`src/rtl/i2c_cmd_pkg.sv`:
```
package i2c_cmd_pkg;
    typedef enum logic [2:0] {
        ST_IDLE,
        ST_ADDR,
        ST_ADDR_ACK,
        ST_WRITE,
        ST_WRITE_ACK,
        ST_READ,
        ST_READ_ACK,
        ST_SKIP
    } slv_state_e;
endpackage

```
`src/rtl/i2c_glitch_filter.sv`:
```
module i2c_glitch_filter #(
    parameter int DEPTH = 3
) (
    input  logic clk,
    input  logic rst_n,
    input  logic line_i,
    output logic level_o,
    output logic rise_o,
    output logic fall_o
);
    typedef struct packed {
        logic [1:0]       sync;
        logic [DEPTH-1:0] hist;
        logic             level;
        logic             rise;
        logic             fall;
    } flt_t;

    flt_t r_q, r_d;

    always_comb begin
        r_d      = r_q;
        r_d.sync = {r_q.sync[0], line_i};
        r_d.hist = {r_q.hist[DEPTH-2:0], r_q.sync[1]};
        if (&r_q.hist) begin
            r_d.level = 1'b1;
        end else if (~|r_q.hist) begin
            r_d.level = 1'b0;
        end
        r_d.rise = r_d.level & ~r_q.level;
        r_d.fall = ~r_d.level & r_q.level;
    end

    always_ff @(posedge clk or negedge rst_n) begin
        if (!rst_n) begin
            r_q <= '{sync: '1, hist: '1, level: 1'b1, rise: 1'b0, fall: 1'b0};
        end else begin
            r_q <= r_d;
        end
    end

    assign level_o = r_q.level;
    assign rise_o  = r_q.rise;
    assign fall_o  = r_q.fall;
endmodule

```
`src/rtl/i2c_cmd_engine.sv`:
```
module i2c_cmd_engine
    import i2c_cmd_pkg::*;
#(
    parameter int ADDR_W = 7,
    parameter int SEL_W  = 2,
    parameter logic [ADDR_W-SEL_W-1:0] ADDR_HI = 5'b10000,
    parameter logic [7:0] ABORT_CODE = 8'h01,
    parameter logic [7:0] STOP_CODE  = 8'h02
) (
    input  logic             clk,
    input  logic             rst_n,
    input  logic             scl_lvl,
    input  logic             scl_rise,
    input  logic             scl_fall,
    input  logic             sda_lvl,
    input  logic             sda_rise,
    input  logic             sda_fall,
    input  logic [SEL_W-1:0] addr_sel,
    input  logic             busy,
    input  logic [7:0]       rd_data,
    output logic             sda_oe,
    output logic [7:0]       wr_data,
    output logic             wr_valid,
    output logic             wr_first,
    output logic             wr_end,
    output logic             rd_next
);
    localparam int BYTE_W = ADDR_W + 1;
    localparam int CNT_W  = $clog2(BYTE_W + 1);
    localparam logic [CNT_W-1:0] LAST_BIT = CNT_W'(BYTE_W);

    typedef struct packed {
        slv_state_e        st;
        logic [CNT_W-1:0]  cnt;
        logic [BYTE_W-1:0] sh;
        logic              rw;
        logic              first;
        logic              nack;
        logic              oe;
        logic [7:0]        wdat;
        logic              wval;
        logic              wfirst;
        logic              wend;
        logic              rnext;
    } eng_t;

    eng_t r_q, r_d;
    logic start_ev, stop_ev;

    assign start_ev = sda_fall & scl_lvl;
    assign stop_ev  = sda_rise & scl_lvl;

    always_comb begin
        r_d        = r_q;
        r_d.wval   = 1'b0;
        r_d.wfirst = 1'b0;
        r_d.wend   = 1'b0;
        r_d.rnext  = 1'b0;
        if (stop_ev) begin
            r_d.wend = (r_q.st == ST_WRITE) || (r_q.st == ST_WRITE_ACK);
            r_d.st   = ST_IDLE;
            r_d.oe   = 1'b0;
        end else if (start_ev) begin
            r_d.oe  = 1'b0;
            r_d.cnt = '0;
            r_d.st  = (r_q.st == ST_IDLE) ? ST_ADDR : ST_SKIP;
        end else begin
            case (r_q.st)
                ST_ADDR: begin
                    if (scl_rise) begin
                        r_d.sh  = {r_q.sh[BYTE_W-2:0], sda_lvl};
                        r_d.cnt = r_q.cnt + 1'b1;
                    end else if (scl_fall && r_q.cnt == LAST_BIT) begin
                        if (r_q.sh[BYTE_W-1:1] == {ADDR_HI, addr_sel}) begin
                            r_d.oe = 1'b1;
                            r_d.rw = r_q.sh[0];
                            r_d.st = ST_ADDR_ACK;
                        end else begin
                            r_d.st = ST_SKIP;
                        end
                    end
                end
                ST_ADDR_ACK: begin
                    if (scl_fall) begin
                        r_d.cnt = '0;
                        if (r_q.rw) begin
                            r_d.sh = {BYTE_W{busy}};
                            r_d.oe = ~busy;
                            r_d.st = ST_READ;
                        end else begin
                            r_d.oe    = 1'b0;
                            r_d.first = 1'b1;
                            r_d.st    = ST_WRITE;
                        end
                    end
                end
                ST_WRITE: begin
                    if (scl_rise) begin
                        r_d.sh  = {r_q.sh[BYTE_W-2:0], sda_lvl};
                        r_d.cnt = r_q.cnt + 1'b1;
                    end else if (scl_fall && r_q.cnt == LAST_BIT) begin
                        r_d.oe = 1'b1;
                        r_d.st = ST_WRITE_ACK;
                        if (!busy || r_q.sh == ABORT_CODE || r_q.sh == STOP_CODE) begin
                            r_d.wval   = 1'b1;
                            r_d.wdat   = r_q.sh;
                            r_d.wfirst = r_q.first;
                            r_d.first  = 1'b0;
                        end
                    end
                end
                ST_WRITE_ACK: begin
                    if (scl_fall) begin
                        r_d.oe  = 1'b0;
                        r_d.cnt = '0;
                        r_d.st  = ST_WRITE;
                    end
                end
                ST_READ: begin
                    if (scl_rise) begin
                        r_d.cnt = r_q.cnt + 1'b1;
                    end else if (scl_fall) begin
                        if (r_q.cnt == LAST_BIT) begin
                            r_d.oe = 1'b0;
                            r_d.st = ST_READ_ACK;
                        end else begin
                            r_d.sh = {r_q.sh[BYTE_W-2:0], 1'b0};
                            r_d.oe = ~r_q.sh[BYTE_W-2];
                        end
                    end
                end
                ST_READ_ACK: begin
                    if (scl_rise) begin
                        r_d.nack = sda_lvl;
                    end else if (scl_fall) begin
                        if (r_q.nack) begin
                            r_d.st = ST_SKIP;
                        end else begin
                            r_d.sh    = rd_data;
                            r_d.oe    = ~rd_data[7];
                            r_d.rnext = 1'b1;
                            r_d.cnt   = '0;
                            r_d.st    = ST_READ;
                        end
                    end
                end
                default: r_d.oe = 1'b0;
            endcase
        end
    end

    always_ff @(posedge clk or negedge rst_n) begin
        if (!rst_n) begin
            r_q <= '{st: ST_IDLE, default: '0};
        end else begin
            r_q <= r_d;
        end
    end

    assign sda_oe   = r_q.oe;
    assign wr_data  = r_q.wdat;
    assign wr_valid = r_q.wval;
    assign wr_first = r_q.wfirst;
    assign wr_end   = r_q.wend;
    assign rd_next  = r_q.rnext;
endmodule

```
`src/rtl/cmd_i2c_slave.sv`:
```
module cmd_i2c_slave #(
    parameter int ADDR_W = 7,
    parameter int SEL_W  = 2,
    parameter logic [ADDR_W-SEL_W-1:0] ADDR_HI = 5'b10000,
    parameter logic [7:0] ABORT_CODE = 8'h01,
    parameter logic [7:0] STOP_CODE  = 8'h02,
    parameter int FILT_DEPTH = 3
) (
    input  logic             clk,
    input  logic             rst_n,
    input  logic             scl_i,
    input  logic             sda_i,
    output logic             sda_oe,
    input  logic [SEL_W-1:0] addr_sel,
    input  logic             busy,
    input  logic [7:0]       rd_data,
    output logic             rd_next,
    output logic [7:0]       wr_data,
    output logic             wr_valid,
    output logic             wr_first,
    output logic             wr_end
);
    localparam int N_LINES = 2;

    logic [N_LINES-1:0] raw, lvl, rise, fall;
    assign raw = {sda_i, scl_i};

    for (genvar g = 0; g < N_LINES; g++) begin : g_filt
        i2c_glitch_filter #(.DEPTH(FILT_DEPTH)) u_filt (
            .clk     (clk),
            .rst_n   (rst_n),
            .line_i  (raw[g]),
            .level_o (lvl[g]),
            .rise_o  (rise[g]),
            .fall_o  (fall[g])
        );
    end

    i2c_cmd_engine #(
        .ADDR_W     (ADDR_W),
        .SEL_W      (SEL_W),
        .ADDR_HI    (ADDR_HI),
        .ABORT_CODE (ABORT_CODE),
        .STOP_CODE  (STOP_CODE)
    ) u_eng (
        .clk      (clk),
        .rst_n    (rst_n),
        .scl_lvl  (lvl[0]),
        .scl_rise (rise[0]),
        .scl_fall (fall[0]),
        .sda_lvl  (lvl[1]),
        .sda_rise (rise[1]),
        .sda_fall (fall[1]),
        .addr_sel (addr_sel),
        .busy     (busy),
        .rd_data  (rd_data),
        .sda_oe   (sda_oe),
        .wr_data  (wr_data),
        .wr_valid (wr_valid),
        .wr_first (wr_first),
        .wr_end   (wr_end),
        .rd_next  (rd_next)
    );
endmodule

```
`config.mk`:
```
export PLATFORM = sky130hd
export DESIGN_NAME = cmd_i2c_slave
export DESIGN_NICKNAME = d
export VERILOG_FILES = /design/src/rtl/i2c_cmd_pkg.sv /design/src/rtl/i2c_glitch_filter.sv /design/src/rtl/i2c_cmd_engine.sv /design/src/rtl/cmd_i2c_slave.sv
export SDC_FILE = /design/constraint.sdc
export NUM_CORES = 1
export LEC_CHECK = 0
export BUFFER_PORTS_ARGS = -buffer_cell sky130_fd_sc_hd__buf_2
export CAP_MARGIN = 20
export CORE_MARGIN = 1
export CORE_UTILIZATION = 58
export DETAILED_ROUTE_END_ITERATION = 8
export GPL_TIMING_DRIVEN = 1
export HOLD_SLACK_MARGIN = 0.1
export PLACE_DENSITY = 0.84
export SYNTH_ARGS = -nofsm -noshare
export SYNTH_HDL_FRONTEND = slang
export SYNTH_SLANG_ARGS = --single-unit
```
`constraint.sdc`:
```
create_clock -name clk -period 2.5 [get_ports clk]
set_input_delay 0.375 -clock clk [delete_from_list [all_inputs] [get_ports clk]]
set_output_delay 0.375 -clock clk [all_outputs]
set_load 0.1 [all_outputs]
```
---- Word-level counts from Yosys, hierarchy flattened ----
Index checks and enable logic that the tools add are counted.
word-level totals
  flip-flop bits (word level) ............. 47
  latch bits .............................. 0
  memory bits (writable) .................. 0
  memory bits (read-only) ................. 0
  input bits .............................. 15
  logic and storage cells ................. 168
  memories kept ........................... 0
cells by class
  add/subtract/negate cells ............... 1
  $mul .................................... 0
  divide/modulo/power cells ............... 0
  order comparisons ....................... 0
  eq/ne operators ......................... 42
  shift-type cells ........................ 0
  multiplexer cells ....................... 64
  bitwise gates (word level) .............. 16
  reductions and logical operators ........ 23
operators with widths
  cell                                                   count
  two-way mux 15 bit                                     3
  one-hot mux 7 bit (6 select lines)                     1
  inequality test 4 x 2 -> 1 bit, second input constant  9
  AND reduction 12 bit                                   3
  two-way mux 3 bit                                      11
  two-way mux 8 bit                                      4
  one-hot mux 8 bit (4 select lines)                     1
  two-way mux 1 bit                                      30
  two-way mux 12 bit                                     2
  two-way mux 11 bit                                     2
  inequality test 2 bit, second input constant           11
  AND reduction 8 bit                                    2
  inequality test 3 x 2 -> 1 bit, second input constant  5
  two-way mux 7 bit                                      2
  inequality test 4 x 1 -> 1 bit, second input constant  3
  AND reduction 6 bit                                    2
  two-way mux 10 bit                                     1
  NOT 1 bit                                              10
  == test 3 bit, second input constant                   3
  == test 8 x 1 -> 1 bit, second input constant          1
  == test 8 x 2 -> 1 bit, second input constant          1
  two-way mux 2 bit                                      4
  nonzero test 8 bit                                     1
  == test 7 bit                                          1
  other kinds (22)                                       33

---- Logic depth before layout (Yosys ltp) ----
  depth after elaboration ................. 9
  gate-level depth with buffers ........... 8
  gate-level depth less buffers ........... 7

---- Cells and area by module ----
Synthesis repeated with hierarchy kept, for this count alone.
second synthesis, totals
  cells, all modules ...................... 250
  area, all modules ....................... 2,529.9 um^2
by module, submodules not included
  module             instances  cells an instance  area each (um^2)  sequential area each (um^2)
  i2c_cmd_engine     1          220                2,019.4           775.7
  i2c_glitch_filter  2          15                 255.2             207.7

---- Least setup slack after synthesis ----
OpenSTA, ideal clock, no wires.
  kind .................................... reg-to-reg
  start ................................... register u_eng.r_q[28] (netlist bit)
  end ..................................... register u_eng.r_q[16] (netlist bit)
  setup time .............................. 0.125 ns
  arrival time ............................ 2.035 ns
  required time ........................... 2.375 ns
  slack ................................... 0.341 ns
  stages on the path, launching flop included .. 7
  period minus slack after synthesis ...... 2.159 ns
  path through ............................ dfrtp_1 -> ha_1 -> nor2_2 -> o2bb2ai_1 -> a2bb2oi_2 -> a2111oi_4 -> mux2_2
on the way
  word-level cells in the longest chain between the ends .. 4
  elaborated cells between the ends (all ways) .. 18
  those cells by class .................... eq/ne (14); mux (1); reduce/logical (3)
ends and longest elaborated chain
  what                                                                            RTL line               text
  start: declaration                                                              i2c_cmd_engine.sv:47   eng_t r_q, r_d;
  start signal: assignment                                                        i2c_cmd_engine.sv:156  r_q <= r_d;
  == test 3 x 1 -> 1 bit or == test 3 x 2 -> 1 bit (tied branches)                i2c_cmd_engine.sv:68   case (r_q.st)
  OR reduction 2 bit (no line)                                                    --
  inequality test 2 x 1 -> 1 bit (no line) or nonzero test 4 bit (tied branches)  --
  AND reduction 12 bit (no line)                                                  --
Parallel ways exist; a longest one is shown, timed or not.
A chain may end at the register's enable or synchronous reset.

---- Worst setup path after layout ----
  start ................................... register u_eng.r_q[29] (netlist bit)
  end ..................................... register u_eng.r_q[17] (netlist bit)
Same word-level chain as after synthesis.

==> reports/summary.json <==
{
  "status": "finished, final reports clean",
  "first_pass_drt_iterations": 4,
  "critical-path-top-delay-family": "compound AO/OA/AOI/OAI gates",
  "cts-htree-levels": 2,
  "crit_path_end_kind": "flop",
  "register_bit_total_from_synthesis": 47,
  "grt_first_pass_wirelength_um": 8800,
  "tritoncts": "done",
  "power-per-cell-area_nw_per_um2": 1110,
  "whs_path_depth": 1,
  "n_fill_cell": 313,
  "synth_top_family_by_area": "compound AO/OA/AOI/OAI gates",
  "clk-insertion-delay-late_ps": 300,
  "clkSinkCount": 47,
  "die-area_um2": 4620,
  "critical_path.max_stage_delay_ps": 400,
  "syn_to_final_growth_pct": 10.6,
  "dominantRegCellSynth": "dfrtp_1",
  "synth-adder-area-share_pct": 2.97,
  "die_span_x_um": 68.0,
  "tritoncts.num_buffers": 5,
  "final_layout_size_suffix_gt1_share_pct": 31.7,
  "power_switching_uw": 1250,
  "grt_antenna_before_repair": 0,
  "internal-power_uw": 1850,
  "place.port_buffers": 27,
  "cts.reportedPaths.clkPinSlew_ps": 90,
  "multi_input_area_um2": 1180,
  "synth-edff-count": 0,
  "core-area_um2": 4090,
  "r2r-start": "u_eng.r_q[29]",
  "period_minus_slack_ps": 2280,
  "detail_route.vias_per_cell": 5.95,
  "n_antenna_cell": 0,
  "postSynthAreaPerCell_um2": 10.4,
  "timing.max_cap.violations": 0,
  "dr_total_vias": 1909,
  "worst_slew_pin_slew_ps": 940,
  "fraction_of_power_consumed_by_sequential_logic_pct": 35.9,
  "die_h_um": 68.0,
  "critical_path.slowest_cell": "dfrtp_1",
  "synth_simple_gate_area_share_pct": 14.8,
  "wl_per_cell_um": 16.1,
  "synth_compound_gate_area_share_pct": 18.2,
  "finalNetCount": 291,
  "root_buffer_cell": "clkbuf_8",
  "timing.rr.end": "u_eng.r_q[17]",
  "worst-setup-path-type": "reg -> reg",
  "number_of_nets_produced_by_synthesis": 265,
  "routed_wire_length_um": 5170,
  "r2r_slack_ps": 220,
  "syn-cell-area_um2": 2530,
  "min-delay-path-class": "in -> reg",
  "floorplan.rows": 23,
  "synth_mux_area_share_pct": 9.76,
  "irDropWorstVdd_v": 0.000501,
  "seqCellArea_um2": 1190,
  "max_freq_mhz": 439,
  "grt_util_all_layers_pct": 26.2,
  "fin_worst_hold_slack_ps": 163,
  "worst_clock_skew_ps": 9.68,
  "cp.required_ps": 2690,
  "dp_hpwl_um": 3700,
  "floorplan.initialDensity_pct": 61.8,
  "static-leakage-power_uw": 0.00130,
  "post_cts_buffers": 0,
  "power_frac_comb_pct": 49.8,
  "drt_iter0_markers": 135,
  "synth_warnings": 0,
  "timing.slew.headroom_pct": 37.3,
  "timing.critical_path.fanout_max": 8,
  "worstRegToRegCells": 8,
  "top_level_ports": 28,
  "post_synth_xor_area_fraction_pct": 1.04,
  "unrepaired_setup_endpoints_after_global_routing": "no",
  "synth-seq-area-share_pct": 47.2,
  "setup_total_negative_slack_ps": 0,
  "worstSetupStartpointType": "flop",
  "post_synth_num_cell_types": 56,
  "grt_max_degree": 46,
  "globalRouteOverflowTotal": 0,
  "critical_path.n_buffers_inverters": 2,
  "critical_path_cell_count": 8,
  "switching_fraction_pct": 40.2,
  "final.period_utilization_pct": 91.1,
  "cts_repair_resize_count": 0,
  "route.detailed.drc": 0,
  "finalHoldViolCount": 0,
  "async_flop_share_pct": 100,
  "wp_data_arrival_ps": 2470,
  "cts_buffer_depth": 2,
  "setup_viol_count_final": 0,
  "holdCritStartpoint": "sda_i",
  "grt_pass1_vias": 1839,
  "worstHoldEndpoint": "g_filt[1].u_filt.r_d[7]",
  "clock_power_share_pct": 14.3,
  "hold_fix_buffer_count_after_cts": 0,
  "worstPathCellList": "inv_1 -> ha_1 -> nor2_2 -> o2bb2ai_1 -> a2bb2oi_2 -> a2111oi_4 -> buf_4 -> mux2_2",
  "postSynthCellCount": 244,
  "final_antenna_net_count": 0,
  "place.gp.congestion": 0.996,
  "final-max-slew-violation-count": 0
}
[registers in the layout, summed over array words and instances, names as in the netlist]
signal / flops
g_filt.u_filt.fall_o: 2
g_filt.u_filt.level_o: 2
g_filt.u_filt.r_d: 8
g_filt.u_filt.r_q: 2
g_filt.u_filt.rise_o: 2
u_eng.r_q: 18
u_eng.rd_next: 1
u_eng.sda_oe: 1
u_eng.wr_data: 8
u_eng.wr_end: 1
u_eng.wr_first: 1
u_eng.wr_valid: 1
[cell usage in the layout (no fill, tap or decap), types with 4 or more instances in the layout]
| master | netlist | routed |
|---|---|---|
| dfrtp_1 | 35 | 35 |
| nand2_1 | 27 | 27 |
| buf_2 | 0 | 27 |
| mux2_2 | 21 | 21 |
| inv_1 | 13 | 13 |
| dfstp_2 | 12 | 12 |
| buf_4 | 8 | 12 |
| o21ai_0 | 11 | 11 |
| a21oi_1 | 8 | 8 |
| a22oi_1 | 8 | 8 |
| nor2_1 | 7 | 7 |
| nand3_1 | 6 | 6 |
| nor3_1 | 6 | 6 |
| ha_1 | 6 | 6 |
| clkbuf_8 | 0 | 5 |
| nor2b_1 | 4 | 4 |
[stage by stage]
step | util [%] | cells | area, um2 | power [uW] | setup slack (ps)
after floorplan | - | 244 | 2530 | 2270 | 341
after global placement | 66.3 | 313 | 2710 | 2610 | 353
after detailed placement | 66.3 | 313 | 2710 | 2640 | 264
after CTS | 68.4 | 321 | 2790 | 3100 | 234
after global routing | 68.4 | 321 | 2790 | 3330 | 94.6
final | 68.4 | 321 | 2790 | 3100 | 223
[cells by family (layout without fill, tap and decap cells)]
| kind of cell | Yosys count | count (layout) |
|---|---|---|
| and+or+nand+nor | 72 | 72 |
| AOI/OAI and AO/OA | 61 | 61 |
| DFF | 47 | 47 |
| buffers and inverters | 33 | 60 |
| muxes | 22 | 22 |
| adders and majority gates | 6 | 6 |
| xor gates and xnor gates | 3 | 3 |
[worst max-delay path by stage]
stage / from / endpoint / slack, ps
after floorplan: u_eng.r_q[28] / u_eng.r_q[16] / 340
after global placement: u_eng.r_q[28] / u_eng.r_q[16] / 350
after detailed placement: u_eng.r_q[29] / u_eng.r_q[22] / 260
after CTS: u_eng.r_q[29] / u_eng.r_q[17] / 230
after global routing: u_eng.r_q[29] / u_eng.r_q[29] / 90
final: u_eng.r_q[29] / u_eng.r_q[17] / 220
[power groups by stage]
stage	registers [uW]	logic (uW)	clock network, uW
finish	1110	1540	442
CTS	1110	1530	452
floorplan	1100	1170	0
global route	1140	1710	484
global placement	1110	1490	0
detailed placement	1120	1520	0
[cells in the mapped netlist, types with 2 or more instances]
master / n / area share, %
o31ai_1: 2 / 0.59
dfstp_2: 12 / 12
clkbuf_1: 11 / 1.6
ha_1: 6 / 3.0
nor3_1: 6 / 1.2
nand4b_1: 2 / 0.69
mux2_2: 21 / 9.4
nor4b_1: 3 / 1.0
a22o_1: 2 / 0.69
dfrtp_1: 35 / 35
buf_4: 8 / 2.4
o21ai_0: 11 / 2.2
a21o_1: 2 / 0.59
o21ai_1: 2 / 0.40
a22oi_1: 8 / 2.4
nor4_1: 3 / 0.74
a211o_1: 3 / 1.0
nor2_1: 7 / 1.0
o221ai_1: 2 / 0.69
nand3_1: 6 / 1.2
xnor2_1: 2 / 0.69
nor2b_1: 4 / 0.99
nand2_1: 27 / 4.0
inv_1: 13 / 1.9
nor3b_1: 2 / 0.59
o21a_1: 2 / 0.59
a31oi_1: 3 / 0.74
nand2b_1: 3 / 0.74
or2b_1: 2 / 0.59
a21oi_1: 8 / 1.6
[cell type report]
cell class / instances / share of cell area [%]
Clock inverter: 2 / 0.448
Sequential cell: 47 / 42.6
Tap cell: 50 / 2.24
Timing Repair Buffer: 39 / 8.06
Inverter: 13 / 1.75
Clock buffer: 6 / 2.60
Multi-Input combinational cell: 164 / 42.3
[layer usage]
| metal | share of wire (%) | up-vias | wire, um | global-route usage [%] |
|---|---|---|---|---|
| met4 | 1.5 | 0 | 76 | 8.85 |
| met3 | 4.8 | 8 | 249 | 6.00 |
| li1 | - | 923 | - | - |
| met5 | 0 | - | 0 | 0 |
| met2 | 48 | 50 | 2460 | 41.5 |
| met1 | 46 | 928 | 2380 | 35.2 |
Power figures use the tool's default switching activity.
